===== config.mk =====
export PLATFORM = sky130hd
export DESIGN_NAME = osdOverlay
export DESIGN_NICKNAME = d
export VERILOG_FILES = /design/src/rtl/osdPkg.sv /design/src/rtl/osdCtrl.sv /design/src/rtl/osdData.sv /design/src/rtl/osdOverlay.sv
export SDC_FILE = /design/constraint.sdc
export NUM_CORES = 1
export LEC_CHECK = 0
export CAP_MARGIN = 20
export CORE_ASPECT_RATIO = 0.75
export CORE_MARGIN = 2
export CORE_UTILIZATION = 35
export DETAILED_ROUTE_END_ITERATION = 10
export HOLD_SLACK_MARGIN = 0.15
export PLACE_DENSITY = 0.58
export SYNTH_ARGS = -nofsm -noshare
export SYNTH_HDL_FRONTEND = slang
export SYNTH_HIERARCHICAL = 1
export SYNTH_SLANG_ARGS = --single-unit
export TNS_END_PERCENT = 30

===== constraint.sdc =====
create_clock -name clk -period 3.2 [get_ports clk]
set_clock_uncertainty 0.2 [all_clocks]
set_input_delay 0.64 -clock clk [delete_from_list [all_inputs] [get_ports clk]]
set_output_delay 0.64 -clock clk [all_outputs]
set_load 0.01 [all_outputs]

===== src/rtl/osdPkg.sv =====
package osdPkg;
  localparam int COMP_W = 8;
  localparam int RGB_W  = 3 * COMP_W;
  localparam int CODE_W = 4;
  localparam int CELL   = 8;

  typedef struct packed {
    logic paint;
  } osdStrobe_t;

  // Ink colour for a palette index: six saturated hues, then ten grey steps.
  function automatic logic [RGB_W-1:0] paletteRgb(input logic [3:0] idx);
    logic [COMP_W-1:0] grey;
    grey = COMP_W'(({4'd0, idx} - 8'd5) << 4);
    case (idx)
      4'd0:    return 24'hff0000;
      4'd1:    return 24'h00ff00;
      4'd2:    return 24'h0000ff;
      4'd3:    return 24'hffff00;
      4'd4:    return 24'hff00ff;
      4'd5:    return 24'h00ffff;
      default: return {grey, grey, grey};
    endcase
  endfunction

  // Segment set for a hex digit, bit 0 = top bar ... bit 6 = middle bar.
  function automatic logic [6:0] segMap(input logic [3:0] code);
    case (code)
      4'h0: return 7'h3F;  4'h1: return 7'h06;  4'h2: return 7'h5B;  4'h3: return 7'h4F;
      4'h4: return 7'h66;  4'h5: return 7'h6D;  4'h6: return 7'h7D;  4'h7: return 7'h07;
      4'h8: return 7'h7F;  4'h9: return 7'h6F;  4'hA: return 7'h77;  4'hB: return 7'h7C;
      4'hC: return 7'h39;  4'hD: return 7'h5E;  4'hE: return 7'h79;  default: return 7'h71;
    endcase
  endfunction

  function automatic logic glyphBit(input logic [3:0] code, input logic [2:0] r,
                                    input logic [2:0] c);
    logic [6:0] s;
    logic bar, upper, lower;
    s     = segMap(code);
    bar   = (c >= 3'd1) && (c <= 3'd5);
    upper = (r <= 3'd3);
    lower = (r >= 3'd3) && (r <= 3'd6);
    return (s[0] && r == 3'd0 && bar) || (s[1] && c == 3'd5 && upper) ||
           (s[2] && c == 3'd5 && lower) || (s[3] && r == 3'd6 && bar) ||
           (s[4] && c == 3'd1 && lower) || (s[5] && c == 3'd1 && upper) ||
           (s[6] && r == 3'd3 && bar);
  endfunction
endpackage


===== src/rtl/osdCtrl.sv =====
module osdCtrl
  import osdPkg::*;
#(
  parameter int PW    = 12,
  parameter int NCHAR = 7,
  parameter int CNTW  = 3
) (
  input  logic                    clk,
  input  logic                    rstN,
  input  logic                    osdEn,
  input  logic [7:0]              startPos,
  input  logic [1:0]              sizeSel,
  input  logic [NCHAR*CODE_W-1:0] charCodes,
  input  logic [CNTW-1:0]         charCount,
  input  logic [PW-1:0]           pixX,
  input  logic [PW-1:0]           pixY,
  input  logic                    deIn,
  output osdStrobe_t              strobeQ
);
  localparam int IDXW = PW - 3;

  logic [PW-1:0]     rowStart, colStart, dx, dy, qx, qy;
  logic [IDXW-1:0]   charIdx;
  logic [CODE_W-1:0] code;
  logic              inRows, inCols, inBox, paintNext;

  function automatic logic [PW-1:0] unscale(input logic [PW-1:0] v, input logic [1:0] s);
    case (s)
      2'd0:    return v;
      2'd1:    return v >> 1;
      2'd2:    return v / PW'(3);
      default: return v >> 2;
    endcase
  endfunction

  assign rowStart = PW'({startPos[7:4], 2'b00}) + PW'(8);
  assign colStart = PW'({startPos[3:0], 2'b00}) + PW'(20);

  always_comb begin
    inRows  = pixY >= rowStart;
    inCols  = pixX >= colStart;
    dy      = pixY - rowStart;
    dx      = pixX - colStart;
    qy      = unscale(dy, sizeSel);
    qx      = unscale(dx, sizeSel);
    charIdx = qx[PW-1:3];
    code    = '0;
    for (int i = 0; i < NCHAR; i++)
      if (charIdx == IDXW'(i)) code = charCodes[i*CODE_W +: CODE_W];
    inBox     = inRows && inCols && (qy < PW'(CELL)) && (charIdx < IDXW'(charCount));
    paintNext = osdEn && deIn && inBox && glyphBit(code, qy[2:0], qx[2:0]);
  end

  always_ff @(posedge clk or negedge rstN)
    if (!rstN) strobeQ <= '0;
    else       strobeQ.paint <= paintNext;
endmodule


===== src/rtl/osdData.sv =====
module osdData
  import osdPkg::*;
(
  input  logic             clk,
  input  logic             rstN,
  input  osdStrobe_t       strobe,
  input  logic [3:0]       colorSel,
  input  logic [RGB_W-1:0] rgbIn,
  input  logic             hsIn,
  input  logic             vsIn,
  input  logic             deIn,
  output logic [RGB_W-1:0] rgbOut,
  output logic             hsOut,
  output logic             vsOut,
  output logic             deOut
);
  logic [RGB_W-1:0] rgbD;
  logic [2:0]       syncD;

  always_ff @(posedge clk or negedge rstN)
    if (!rstN) begin
      rgbD   <= '0;
      syncD  <= '0;
      rgbOut <= '0;
      {hsOut, vsOut, deOut} <= '0;
    end else begin
      rgbD   <= rgbIn;
      syncD  <= {hsIn, vsIn, deIn};
      rgbOut <= strobe.paint ? paletteRgb(colorSel) : rgbD;
      {hsOut, vsOut, deOut} <= syncD;
    end
endmodule


===== src/rtl/osdOverlay.sv =====
module osdOverlay
  import osdPkg::*;
#(
  parameter int PW    = 12,
  parameter int NCHAR = 7,
  localparam int CNTW = $clog2(NCHAR + 1)
) (
  input  logic                    clk,
  input  logic                    rstN,
  input  logic                    osdEn,
  input  logic [7:0]              startPos,
  input  logic [1:0]              sizeSel,
  input  logic [3:0]              colorSel,
  input  logic [NCHAR*CODE_W-1:0] charCodes,
  input  logic [CNTW-1:0]         charCount,
  input  logic [PW-1:0]           pixX,
  input  logic [PW-1:0]           pixY,
  input  logic [RGB_W-1:0]        rgbIn,
  input  logic                    hsIn,
  input  logic                    vsIn,
  input  logic                    deIn,
  output logic [RGB_W-1:0]        rgbOut,
  output logic                    hsOut,
  output logic                    vsOut,
  output logic                    deOut
);
  osdStrobe_t strobe;

  osdCtrl #(.PW(PW), .NCHAR(NCHAR), .CNTW(CNTW)) uCtrl (
    .clk(clk), .rstN(rstN), .osdEn(osdEn), .startPos(startPos), .sizeSel(sizeSel),
    .charCodes(charCodes), .charCount(charCount), .pixX(pixX), .pixY(pixY),
    .deIn(deIn), .strobeQ(strobe)
  );

  osdData uData (
    .clk(clk), .rstN(rstN), .strobe(strobe), .colorSel(colorSel), .rgbIn(rgbIn),
    .hsIn(hsIn), .vsIn(vsIn), .deIn(deIn), .rgbOut(rgbOut), .hsOut(hsOut),
    .vsOut(vsOut), .deOut(deOut)
  );
endmodule


## Word-level counts from Yosys, hierarchy flattened

Memory sizes are Yosys's and may differ from the RTL's.
Index checks and enable logic that the tools add are counted.

| storage, ports and cells | value |
|---|---|
| register bits after elaboration | 55 |
| bits in read-only memories | 112 |
| input bits | 99 |
| output and inout port bits | 27 |
| logic and storage cells | 84 |
| memories kept | 1 |

| operators by class | value |
|---|---|
| add/subtract/negate cells | 5 |
| div/mod/pow operators | 2 |
| magnitude comparators | 9 |
| equal/unequal tests | 17 |
| multiplexer cells | 11 |
| reduce and logical (&&, ||, !) cells | 32 |

Memories:

| memory | depth | bits a word | read ports | clocked after Yosys merged registers in | write ports | line | text |
|---|---|---|---|---|---|---|---|
| (name not given) | 16 | 7 | 1 | 0 | 0 | osdPkg.sv:28 | `case (code)` |

Operators by type and width:

| kind | count |
|---|---|
| one-hot mux 24 bit (6 select lines) | 1 |
| one-hot mux 12 bit (3 select lines) | 2 |
| two-way mux 4 bit | 7 |
| equality test 9 x 3 -> 1 bit, second input constant | 3 |
| divider 12 x 2 -> 12 bit, second input constant | 2 |
| >= comparator 12 bit | 2 |
| two-way mux 24 bit | 1 |
| subtractor 12 bit | 2 |
| logical AND 1 bit | 22 |
| equality test 9 x 2 -> 1 bit, second input constant | 2 |
| < comparator 12 x 4 -> 1 bit, second input constant | 1 |
| equality test 9 x 1 -> 1 bit, second input constant | 1 |
| zero test 9 bit | 1 |
| < comparator 9 x 3 -> 1 bit | 1 |
| equality test 4 x 2 -> 1 bit, second input constant | 2 |
| equality test 4 x 3 -> 1 bit, second input constant | 2 |
| adder 6 x 4 -> 7 bit, second input constant | 1 |
| adder 6 x 5 -> 7 bit, second input constant | 1 |
| equality test 3 bit, second input constant | 2 |
| less-or-equal comparator 3 bit, second input constant | 2 |
| logical OR 1 bit | 6 |
| equality test 4 x 1 -> 1 bit, second input constant | 1 |
| zero test 4 bit | 1 |
| subtractor 4 x 3 -> 4 bit, second input constant | 1 |
| other kinds (9) | 9 |

## Longest topological paths before layout

Gate-level depths: netlist of run 1.
An unclocked memory read counts as a cell.

| depth | value |
|---|---|
| depth after elaboration | 22 |
| gate-level depth with buffers | 27 |
| depth with buffers taken out | 24 |

## By module

Netlist of run 1, hierarchy kept.

Modules (own cells, without submodules):

| module | instances | cells each | area an instance (sq um) | seq. area each (sq um) |
|---|---|---|---|---|
| osdCtrl | 1 | 689 | 4729.5 | 25.0 |
| osdData | 1 | 125 | 1798.0 | 1351.3 |

## Least setup slack after synthesis of run 1

Ideal clock, no wire load.

| timing path | value |
|---|---|
| kind | input to register |
| start point | input startPos[0] |
| end point | register uCtrl.strobeQ |
| setup time | 0.128 ns |
| arrival time | 5.741 ns |
| data required time | 2.872 ns |
| slack | -2.868 ns |
| stages | 22 |
| buffers on the path | 1 |
| cells stage by stage | ha_1 -> fa_1 -> and2b_4 -> o22a_1 -> buf_4 -> o21bai_1 -> a211oi_1 -> o32ai_1 -> a221o_1 -> a211oi_4 -> mux2_2 -> o2111ai_2 -> nor2_2 -> mux2_2 -> a221oi_2 -> inv_1 -> ha_1 -> or4_1 -> nand4_1 -> o22ai_1 -> o21ai_1 -> a21oi_1 |

| between the ends | value |
|---|---|
| word-level cells in the longest chain between the ends | 22 |
| elaborated cells between the ends (all ways) | 51 |
| classes of those cells | add/sub (2); div (1); order compare (4); eq/ne (8); mux (8); reduce/logical (27); memory (1) |

Ends and longest elaborated chain:

| what | line | text |
|---|---|---|
| start, declared | osdOverlay.sv:11 | `input logic [7:0] startPos,` |
| adder 6 x 5 -> 7 bit (*) | osdCtrl.sv:37 | `assign colStart = PW'({startPos[3:0], 2'b00}) + PW'(20);` |
| subtractor 12 bit | osdCtrl.sv:43 | `dx = pixX - colStart;` |
| divider 12 x 2 -> 12 bit | osdCtrl.sv:31 | `2'd2: return v / PW'(3);` |
| one-hot mux 12 bit (3 select lines) | osdCtrl.sv:28 | `case (s)` |
| zero test 9 bit | osdCtrl.sv:49 | `if (charIdx == IDXW'(i)) code = charCodes[i*CODE_W +: CODE_W];` |
| two-way mux 4 bit (7 in a row) | osdCtrl.sv:49 |  |
| memory (16 x 7 bit) | - |  |
| logical AND 1 bit (2 in a row) | osdPkg.sv:44 | `return (s[0] && r == 3'd0 && bar) \|\| (s[1] && c == 3'd5 && upper) \|\|` |
| logical OR 1 bit (2 in a row) | osdPkg.sv:44 |  |
| logical OR 1 bit (2 in a row) | osdPkg.sv:45 | `(s[2] && c == 3'd5 && lower) \|\| (s[3] && r == 3'd6 && bar) \|\|` |
| logical OR 1 bit (2 in a row) | osdPkg.sv:46 | `(s[4] && c == 3'd1 && lower) \|\| (s[5] && c == 3'd1 && upper) \|\|` |
| logical AND 1 bit (*) | osdCtrl.sv:51 | `paintNext = osdEn && deIn && inBox && glyphBit(code, qy[2:0], qx[2:0]);` |
| via uCtrl.paintNext | osdCtrl.sv:25 | `logic inRows, inCols, inBox, paintNext;` |
| end, declared | osdCtrl.sv:18 | `output osdStrobe_t strobeQ` |

Mark *: on every way through the listed nets, which the timed path passes. The rest lies on a longest branch.

## Final worst setup path of run 1

| timing path | value |
|---|---|
| start point | input pixX[6] |
| end point | register uCtrl.strobeQ |

| between the ends | value |
|---|---|
| word-level cells in the longest chain between the ends | 21 |
| elaborated cells between the ends (all ways) | 50 |
| classes of those cells | add/sub (1); div (1); order compare (4); eq/ne (8); mux (8); reduce/logical (27); memory (1) |

Ends and longest elaborated chain:

| what | line | text |
|---|---|---|
| start, declared | osdOverlay.sv:16 | `input logic [PW-1:0] pixX,` |
| subtractor 12 bit | osdCtrl.sv:43 |  |
| divider 12 x 2 -> 12 bit | osdCtrl.sv:31 |  |
| one-hot mux 12 bit (3 select lines) | osdCtrl.sv:28 |  |
| zero test 9 bit | osdCtrl.sv:49 |  |
| two-way mux 4 bit (7 in a row) | osdCtrl.sv:49 |  |
| memory (16 x 7 bit) | - |  |
| logical AND 1 bit (2 in a row) | osdPkg.sv:44 |  |
| logical OR 1 bit (2 in a row) | osdPkg.sv:44 |  |
| logical OR 1 bit (2 in a row) | osdPkg.sv:45 |  |
| logical OR 1 bit (2 in a row) | osdPkg.sv:46 |  |
| logical AND 1 bit (*) | osdCtrl.sv:51 |  |
| via uCtrl.paintNext | osdCtrl.sv:25 |  |

Marks and branches as above.

==> results, run 1 <==
- The worst register-to-register path ends at uData/rgbOut[6]$_DFF_PN0_.
- The final count of pins violating max slew is 0.
- The port buffer count is 125.
- With fillers left out, the area of the finished cells amounts to between 10,000 and 15,000 um2.
- TritonCTS built the clock tree.
- The layout-stage area growth over the synthesis result is 67.9%.
- The post-synthesis cell type count is 107.
- The first-pass detailed-route iteration total is 5.
- The post-place instance area is 10,000 um2.
- Of the cells placed in the final design, the portion with a size suffix greater than 1 is 37.9%.
- The final reports fail on negative setup slack.
- The post-synth net total is 941.
- Timing analysis after detailed placement gives a worst setup slack of -3.58 ns.
- The detailed-route wire length per cell is between 15 and 20 um.
- Timing would allow up to 0.174 GHz.
- In the synthesized netlist the dominant register cell turns out to be sky130_fd_sc_hd__dfrtp_1.
- The area share of the largest cell type after synthesis is a little over a fifth.
- By area the synthesized netlist is led by sky130_fd_sc_hd__dfrtp_1, sky130_fd_sc_hd__ha_1, sky130_fd_sc_hd__o21ai_0, sky130_fd_sc_hd__nand2_1, sky130_fd_sc_hd__inv_1.
- The die covers 19,800 um2.
- The post-synthesis area per instance is 8.02 um2.
- The area of the placeable core is 18,400 um2.
- The vertical die dimension is 122 um.
- The number of antenna repair diodes is 0.
- The headroom to the max-slew limit is 47.0%.
- The tree built by TritonCTS fans out to 55 sinks.
- The starting utilization of the core area is 35.5%.
- After the first detailed-routing iteration, the DRC count stood at 619.
- The flow ran to the end, but the final reports show violations.
- The actual transition at the worst max-transition pin is 0.795 ns.
- The total count of hold-check failures in the final report is 0.
- The site row count is 43.
- IR analysis of the VDD net gives a maximum drop of between 0.3 and 0.4 mV.
- In this run the register-to-register setup slack is 1.19 ns.
- The analysis attributes to cell leakage a power of 4.73 nW.
- The clock transition time at the flip-flop clock pins of the worst setup and hold paths is ~0.07 ns.
- The clock passes through at most 2 buffers.
- In the post-route analysis, the smallest setup slack over all paths is -2.55 ns.
- The overall fraction of global-route tracks in use is 22.7%.
- The startpoint identified for the worst register-to-register timing path is uCtrl/strobeQ$_DFF_PN0_.
- The worst setup path is captured at a register.
- Once layout is complete, the utilization of the core stands at 59.6%.
- The post-synthesis sequential element count is between 50 and 60.
- The class of the worst hold path is register to register.
- The worst setup path is launched from an input pin.
- The first global-routing pass estimated between 30,000 and 40,000 um of wire.
- The via count of the first global-routing pass was 7,481.
- The fraction of the yosys area taken by sequential cells is 21.1%.
- The via count is 7,917.
- The cell area that synthesis handed to floorplanning was about 6500 um2.
- The required time at the worst-slack endpoint is 3.18 ns.
- The DRC violations left is 0.
- The total global routing overflow is 0.
- sky130_fd_sc_hd__dfrtp_1 takes more of the synthesized area than any other cell.
- In this run the worst setup path begins at pixX[6].
- The count of nets after finishing is 1,343.
- After layout, the minimum clock period comes to 5.75 ns.
- The x dimension of the die is 162 um.
- The via density per instance is approximately 5.4.
- The number of antenna violations at the first check in global routing came to 0.
- The period utilization is 180%.
- The count of endpoints failing setup in the final report is 1.
- The root cell of the clock tree is sky130_fd_sc_hd__clkbuf_16.
- Routability-driven placement finished with a final weighted congestion of 0.918.
- The clock reaches the later pin of the worst-skew pair after 0.29 ns.
- Summed over all layers, the routed wires come to 22,800 um.
- The number of nets with antenna violations after detailed routing is 0.
- Along the worst path, the maximum fanout reaches 6.
- During I/O placement, the number of pins put on the boundary was ~130.
- The number of H-tree levels is 2.
- The maximum number of pins on one net before global-route repair is 56.
- The capture point of the critical path is uCtrl/strobeQ$_DFF_PN0_.
- The number of max-capacitance violations reported is 0.
- Setup repair after global routing could not meet its margin everywhere.
- Data arrives at the worst endpoint at 5.72 ns.
- The worst setup path is of the input pin to register kind.
- In this run, synthesis inferred 0 flip-flops with an integrated enable.
- The Yosys step of the flow raised 6 warnings.
- The areal power density over the cells is between 400 and 500 nW/um2.
- The instance count of the mapped netlist is 814.
- Once detailed placement completed, the half-perimeter wirelength came to ~18,000 um.
- The count of hold-fix buffers inserted at cts is 0.
- The worst register-to-register path has a depth of 4.
- The proportion of synthesized flip-flops having asynchronous set or reset is 100%.
- The number of CTS-inserted buffers is 5.
==> cells by family (layout without fill, tap and decap cells) <==
| logic type | Yosys count | count (layout) | share of synthesized area, % |
|---|---|---|---|
| AND/OR/NAND/NOR | 289 | 289 | 23.8 |
| flip-flops | 55 | 55 | 21.1 |
| adder cells (fa/ha/maj) | 29 | 29 | 5.75 |
| XOR/XNOR | 25 | 25 | 3.47 |
| AO/OA/AOI/OAI | 293 | 293 | 35.2 |
| buffers and inverters | 99 | 502 | 6.82 |
| multiplexers | 24 | 24 | 3.83 |
==> registers in the layout, summed over array words and instances (netlist names) <==
register       count
uData/rgbD        24
uData/rgbOut      24
uData/syncD        3
uCtrl/strobeQ      1
uData/deOut        1
uData/hsOut        1
uData/vsOut        1
==> stage by stage <==
| step | setup TNS [ns] | hold WS [ns] | instances | power, mW |
|---|---|---|---|---|
| 2_1_floorplan | -2.55 | 0.131 | 814 | 2.24 |
| 3_3_place_gp | -3.47 | 0.133 | 1418 | 3.50 |
| 3_5_place_dp | -3.58 | 0.135 | 1418 | 3.51 |
| 4_1_cts | -2.46 | 0.150 | 1461 | 4.34 |
| 5_1_grt | -2.84 | 0.161 | 1464 | 4.71 |
| 6_report | -2.55 | 0.149 | 1464 | 4.41 |
==> layer usage <==
metal,GRT usage [%],share of wire [%],up-vias
li1,-,-,3942
met1,33.9,50,3724
met2,36.4,44,229
met3,2.50,5.0,22
met4,2.82,0.85,0
met5,0,0,-
==> worst max-delay path, cell delays in order <==
cell                              delay (ns)
sky130_fd_sc_hd__clkdlybuf4s50_1        0.40
sky130_fd_sc_hd__ha_2                   0.39
sky130_fd_sc_hd__buf_4                  0.14
sky130_fd_sc_hd__o2111ai_4              0.18
sky130_fd_sc_hd__buf_6                  0.20
sky130_fd_sc_hd__nand3_2                0.09
sky130_fd_sc_hd__buf_4                  0.13
sky130_fd_sc_hd__nand4_1                0.19
sky130_fd_sc_hd__o32ai_2                0.33
sky130_fd_sc_hd__a2111o_1               0.21
sky130_fd_sc_hd__o211ai_4               0.12
sky130_fd_sc_hd__buf_4                  0.16
sky130_fd_sc_hd__o211ai_1               0.17
sky130_fd_sc_hd__buf_4                  0.16
sky130_fd_sc_hd__o2111ai_4              0.13
sky130_fd_sc_hd__nor2_4                 0.20
sky130_fd_sc_hd__buf_6                  0.13
sky130_fd_sc_hd__mux2_4                 0.30
sky130_fd_sc_hd__a221oi_4               0.29
sky130_fd_sc_hd__inv_2                  0.12
sky130_fd_sc_hd__ha_4                   0.17
sky130_fd_sc_hd__or4_1                  0.39
sky130_fd_sc_hd__nand4_1                0.13
sky130_fd_sc_hd__o22ai_1                0.09
sky130_fd_sc_hd__o21ai_1                0.14
sky130_fd_sc_hd__a21oi_1                0.07
==> worst min path at each step <==
stage                     slack [ns]                     to  cells past startpoint                      from
after global routing            0.16  uData/deOut$_DFF_PN0_                      0  uData/syncD[0]$_DFF_PN0_
final                           0.15  uData/deOut$_DFF_PN0_                      0  uData/syncD[0]$_DFF_PN0_
after detailed placement        0.13  uData/deOut$_DFF_PN0_                      0  uData/syncD[0]$_DFF_PN0_
after global placement          0.13  uData/deOut$_DFF_PN0_                      0  uData/syncD[0]$_DFF_PN0_
after floorplan                 0.13  uData/deOut$_DFF_PN0_                      0  uData/syncD[0]$_DFF_PN0_
after CTS                       0.15  uData/deOut$_DFF_PN0_                      0  uData/syncD[0]$_DFF_PN0_
==> layout make-up <==
type	instances	area (um2)
clock inverters	1	8.76
multi-input cells	660	5280
clock buffers	7	143
inverters	55	209
repair buffers	439	3640
flip-flops and latches	55	1380
fillers	1656	7440
well taps	247	309
==> synth_stat cells, types with 14 or more instances <==
cell type                   n
sky130_fd_sc_hd__ha_1      26
sky130_fd_sc_hd__nor2_1    53
sky130_fd_sc_hd__nand2_1   64
sky130_fd_sc_hd__o221ai_1  16
sky130_fd_sc_hd__nand4_1   15
sky130_fd_sc_hd__nor3_1    18
sky130_fd_sc_hd__o21ai_0   52
sky130_fd_sc_hd__a21oi_1   26
sky130_fd_sc_hd__a211oi_1  17
sky130_fd_sc_hd__dfrtp_1   55
sky130_fd_sc_hd__nand3_1   40
sky130_fd_sc_hd__clkbuf_1  21
sky130_fd_sc_hd__xnor2_1   16
sky130_fd_sc_hd__inv_1     54
sky130_fd_sc_hd__o211ai_1  17
sky130_fd_sc_hd__mux2i_1   16
sky130_fd_sc_hd__o21a_1    14
==> power breakdown <==
group          total (mW)  leakage (nW)  switching (mW)  internal [mW]
clock               0.548        0.0741           0.235          0.313
sequential          0.738         0.643         0.00845          0.729
combinational        3.12          4.02            1.50           1.62
==> what timing repair did <==
item                                    4_1_cts  5_1_grt
endpoints found under the setup margin        1        1
cloned                                        0        0
resized for setup                           115       11
pin swaps                                    59       12
buffers inserted                             35        3
==> layout by cell type, fill, tap and decap left out, types with 6 or more instances in the layout <==
master / synthesis / layout
sky130_fd_sc_hd__a211oi_1: 17 / 10
sky130_fd_sc_hd__nand3_1: 40 / 40
sky130_fd_sc_hd__nor3_1: 18 / 17
sky130_fd_sc_hd__ha_1: 26 / 16
sky130_fd_sc_hd__inv_1: 54 / 50
sky130_fd_sc_hd__ha_4: 0 / 8
sky130_fd_sc_hd__o21ai_0: 52 / 47
sky130_fd_sc_hd__a211oi_2: 3 / 9
sky130_fd_sc_hd__o21a_1: 14 / 14
sky130_fd_sc_hd__dfrtp_1: 55 / 55
sky130_fd_sc_hd__a31oi_1: 11 / 11
sky130_fd_sc_hd__and3_1: 9 / 8
sky130_fd_sc_hd__buf_4: 6 / 305
sky130_fd_sc_hd__buf_6: 5 / 9
sky130_fd_sc_hd__or3_1: 9 / 8
sky130_fd_sc_hd__or2_2: 7 / 7
sky130_fd_sc_hd__clkdlybuf4s50_1: 0 / 115
sky130_fd_sc_hd__mux2i_1: 16 / 16
sky130_fd_sc_hd__nor4_1: 8 / 6
sky130_fd_sc_hd__o211ai_1: 17 / 17
sky130_fd_sc_hd__mux2_4: 0 / 6
sky130_fd_sc_hd__nand2_1: 64 / 64
sky130_fd_sc_hd__o22ai_1: 9 / 8
sky130_fd_sc_hd__o221ai_1: 16 / 15
sky130_fd_sc_hd__nor2_1: 53 / 53
sky130_fd_sc_hd__xnor2_1: 16 / 15
sky130_fd_sc_hd__o21ai_2: 4 / 6
sky130_fd_sc_hd__nor2b_1: 6 / 6
sky130_fd_sc_hd__nand4_1: 15 / 15
sky130_fd_sc_hd__o21ai_1: 9 / 11
sky130_fd_sc_hd__nand2b_1: 11 / 10
sky130_fd_sc_hd__a21oi_1: 26 / 22
sky130_fd_sc_hd__xor2_1: 8 / 6
Note: power is estimated with default switching activity, not from simulation.
==> run 2: changes to the inputs <==
--- a/config.mk
+++ b/config.mk
@@ -5,13 +5,14 @@
 export SDC_FILE = /design/constraint.sdc
 export NUM_CORES = 1
 export LEC_CHECK = 0
+export ABC_AREA = 1
 export CAP_MARGIN = 20
 export CORE_ASPECT_RATIO = 0.75
 export CORE_MARGIN = 2
 export CORE_UTILIZATION = 35
 export DETAILED_ROUTE_END_ITERATION = 10
 export HOLD_SLACK_MARGIN = 0.15
-export PLACE_DENSITY = 0.58
+export PLACE_DENSITY = 0.6
 export SYNTH_ARGS = -nofsm -noshare
 export SYNTH_HDL_FRONTEND = slang
 export SYNTH_HIERARCHICAL = 1
==> run 2 against run 1 <==
  * The flow still finishes with violations (negative setup slack)
  * Flip-flop and latch count unchanged
  * Utilization rose by 5.4 points
  * Critical path depth is 20 higher
  * Sequential share of layout area up 2.2 points
  * Die area fell by 21%
  * Synthesized area fell by 22%
  * Clock-buffer cell count is 1 lower
  * Maximum frequency up 2.8%
  * Global-route usage down 1.3 points
  * Power is 1.7% higher
  * Combinational power down 2%
  * Hold slack improved by 0.0078 ns
  * Critical endpoint unchanged
  * Largest power group unchanged
==> results, run 2 <==
- The worst stage delay on the critical path is 0.33 ns.
- The count of nets after finishing is approximately 1,300.
- Counting along the longest clock path gives a buffer depth of 2.
- The die is 143 um wide.
- The starting DRC count in detailed routing is 350.
- For the pin with the worst max-slew slack, the measured transition is 0.666 ns.
- Setup slack on the critical path of the routed design comes to -2.39 ns.
- The total I/O pin count is between 100 and 150.
- The smallest clock period supported by the final layout is computed as 5.59 ns.
- The via count of the first global-routing pass came to 5,693.
- At the end of the flow the core is filled with cells to 64.9%.
- The final count of pins violating max slew was 0.
- The first-pass detailed-route iteration total is 5.
- Entering global routing, the biggest net connects 56 pins.
- The final reports fail on negative setup slack.
- Global routing consumed, over all layers together, a little over a fifth of the routing resources.
- The number of sinks driven by the clock tree is 55.
- The DRC violations left is 0.
- In this run the tool buffered the top-level ports with 125 buffer cells.
- The post-synthesis sequential element count is 55.
- The final routed wirelength across all metal layers is 18,300 um.
- Clock tree synthesis inserted a total of 5 buffers.
- The average instance in the mapped netlist occupies 6.47 um2.
- At the end of routability-driven placement, the weighted congestion stood at just under 0.9.
- The class of the worst hold path is register to register.
- Data on the critical path is required at its endpoint by 3.22 ns.
- In the final layout, the registers with the most flip-flops are uData/rgbD x24, uData/rgbOut x24, uData/syncD x3.
- The run finished, with violations left.
- The root cell of the clock tree is sky130_fd_sc_hd__clkbuf_16.
- The proportion of synthesized flip-flops having asynchronous set or reset is between 90% and 100%.
- The count of cells along the worst register-to-register path is 6.
- Among the stages of the critical path, the cell type that occurs most often is sky130_fd_sc_hd__nand2_2.
- The via density per instance is roughly 4.7.
- The largest driver fanout on the critical path is 5.
- Of the cells placed in the final design, the portion with a size suffix greater than 1 is between 40% and 50%.
- The post-synth net total is 915.
- The analysis attributes to cell leakage a power of 4.64 nW.
- The number of filler instances in the final layout is roughly 1,300.
- Including well taps, the total number of placed cells is roughly 1,300.
- The area taken by multi-input logic gates is a little over 4000 um2.
- The total count of hold-check failures in the final report is 0.
- The top cell type by area accounts for 27.0% of the synthesized area.
- sky130_fd_sc_hd__nand2_1 is the most common cell in the netlist.
- After synthesis, the cell types taking the most area are sky130_fd_sc_hd__dfrtp_1, sky130_fd_sc_hd__nand2_1, sky130_fd_sc_hd__nand3_1, sky130_fd_sc_hd__inv_1, sky130_fd_sc_hd__ha_1.
- The number of antenna violations at the first check in global routing is 0.
- The commonest register cell after synthesis is sky130_fd_sc_hd__dfrtp_1.
- Power spread over the standard cell area amounts to 481 nW/um2.
- STA classifies the critical path endpoint as a register.
- Summing all flip-flop and latch instances after layout gives 1380 um2.
- The cell type with the largest total area after synthesis is sky130_fd_sc_hd__dfrtp_1.
- Dividing the detail-routed wire length by the instance count gives 13.7 um.
- The total global routing overflow is 0.
- The TritonCTS clock tree is yes.
- The initialized floorplan defines 38 standard-cell rows.
- IR analysis of the VDD net gives a maximum drop of approximately 0.33 mV.
- In this run the vertical extent of the chip is 109 um.
- The number of antenna repair diodes is 0.
- The period utilization is 175%.
- The area of the mapped netlist is 5100 um2.
- The region available for standard cell placement spans roughly 14,000 um2.
- The cell count after synthesis came out at just under 800.
- The power consumption is 4.48 mW.
- At the worst endpoint, the arrival time is 5.61 ns.
- Leaving out fill and tap cells, the most frequent cell in the layout is sky130_fd_sc_hd__buf_4.
- The post-synthesis cell type count is 49.
- Summing over every cut layer, the via total after detailed routing is 6,353.
- The first-pass GRT wire length is 27,100 um.
- The die covers 15,600 um2.
- For this run, the top clock speed supported by timing is 0.179 GHz.
- The number of nets with antenna violations after detailed routing is 0.
- The cell depth of the worst min-delay path is 0.
- The worst pin sits at a relative slew slack of 55.6%.
- The number of standard cells in the final layout excluding fillers is 1,338.
- STA classifies the critical path startpoint as an input pin.
- In this run the number of H-tree levels came out at 2.
- In the synthesized netlist, the cells that appear most often are sky130_fd_sc_hd__nand2_1, sky130_fd_sc_hd__inv_1, sky130_fd_sc_hd__nand3_1.
- The standard cell with the maximum stage delay on the critical path is sky130_fd_sc_hd__ha_2.
- Once the floorplan was initialized, standard cells occupied 35.5% of the core.
- The latest clock arrival within the worst-skew pair is 0.29 ns.
- The clock transition time at the flip-flop clock pins of the worst setup and hold paths is 0.07 ns.
- Leaving out fill and tap cells, the most frequent cells in the layout are sky130_fd_sc_hd__buf_4, sky130_fd_sc_hd__nand2_1, sky130_fd_sc_hd__clkdlybuf4s50_1.
- The fraction of the yosys area taken by sequential cells is 27.0%.
- The layout-stage area growth over the synthesis result is 82.8%.
- The number of max-capacitance violations reported is 0.
- The worst setup path is of the input pin to register kind.
- The count of endpoints failing setup in the final report is 1.
- For this run, the number of Yosys warnings is 6.
- The estimated wirelength of the detail-placed design is about 13,000 um.
- The synthesized design contains 0 enable-type register cells.
- Setup repair after global routing could not meet its margin everywhere.
==> run 2: cell count changes in the layout (fill, tap and decap cells not counted), sizes merged, moves of 15 or more <==
cell / previous run / this run
nand2: 64 / 271
buf: 319 / 227
inv: 55 / 121
nand3: 41 / 94
a211oi: 21 / 0
nor3: 21 / 4
o211ai: 20 / 3
mux2i: 16 / 1
==> run 2: report_power, final <==
group	total [mW]	internal [mW]	switching (mW)
sequential	0.738	0.729	0.00915
clock	0.685	0.449	0.236
combinational	3.06	1.50	1.56
total	4.48	2.68	1.80
==> run 2: repair_timing <==
action                     CTS  global route
buffers inserted            38            25
pin swaps                   74           112
hold endpoints to repair     1             0
setup endpoints to repair    1             1
resized for setup           87           156
hold buffers                 1             0
==> run 2: cell type report <==
cell class / count / area share [%]
multi-input cells: 602 / 43.6
clock inverters: 2 / 0.644
flip-flops and latches: 55 / 14.8
well taps: 200 / 2.68
clock buffers: 6 / 1.38
inverters: 124 / 5.02
repair buffers: 349 / 31.9
==> run 2: path summary, 6_finish.rpt <==
kind                                         endpoint                     start  slack [ns]
max                           uCtrl/strobeQ$_DFF_PN0_               startPos[5]       -2.39
min                             uData/vsOut$_DFF_PN0_  uData/syncD[1]$_DFF_PN0_        0.16
max reg2reg                uData/rgbOut[15]$_DFF_PN0_   uCtrl/strobeQ$_DFF_PN0_        1.38
min reg2reg                     uData/vsOut$_DFF_PN0_  uData/syncD[1]$_DFF_PN0_        0.16
max in group asynchronous     uCtrl/strobeQ$_DFF_PN0_                      rstN        2.09
min in group asynchronous   uData/rgbOut[9]$_DFF_PN0_                      rstN        0.25
==> run 2: routing by layer <==
layer  wire (um)  vias up  part of all wire (%)  track usage, %
met4         143        0                  0.78            2.52
li1            -     3253                     -               -
met5           0        -                     0               0
met2        8740      137                    48            34.6
met3         671       16                   3.7            2.70
met1        8740     2947                    48            31.6
==> run 2: worst max-delay path, delay by kind of cell <==
family | cells | cell delay, ns
compound gates | 9 | 1.15
xor+xnor | 1 | 0.16
fa+ha+maj | 3 | 0.70
buf+inv | 5 | 0.64
simple gates | 28 | 2.29
==> run 2: per-stage QoR <==
stage               hold slack [ns]  setup WS (ns)  setup TNS, ns  instance area, um2
floorplan                     0.131          -2.06          -2.06                5110
global placement              0.133          -2.99          -2.99                7780
detailed placement            0.135          -3.11          -3.11                7780
CTS                           0.161          -2.31          -2.31                8510
global route                  0.169          -2.76          -2.76                9320
finish                        0.156          -2.39          -2.39                9320
==> run 2: logic make-up (layout without fill, tap and decap cells) <==
family | count (synthesis) | after routing | synth area share (%)
buf+inv | 131 | 481 | 9.81
flops | 55 | 55 | 27.0
compound gates | 104 | 104 | 13.2
fa+ha+maj | 28 | 28 | 7.16
mux | 1 | 1 | 0.196
xor+xnor | 12 | 12 | 2.06
simple gates | 457 | 457 | 40.6
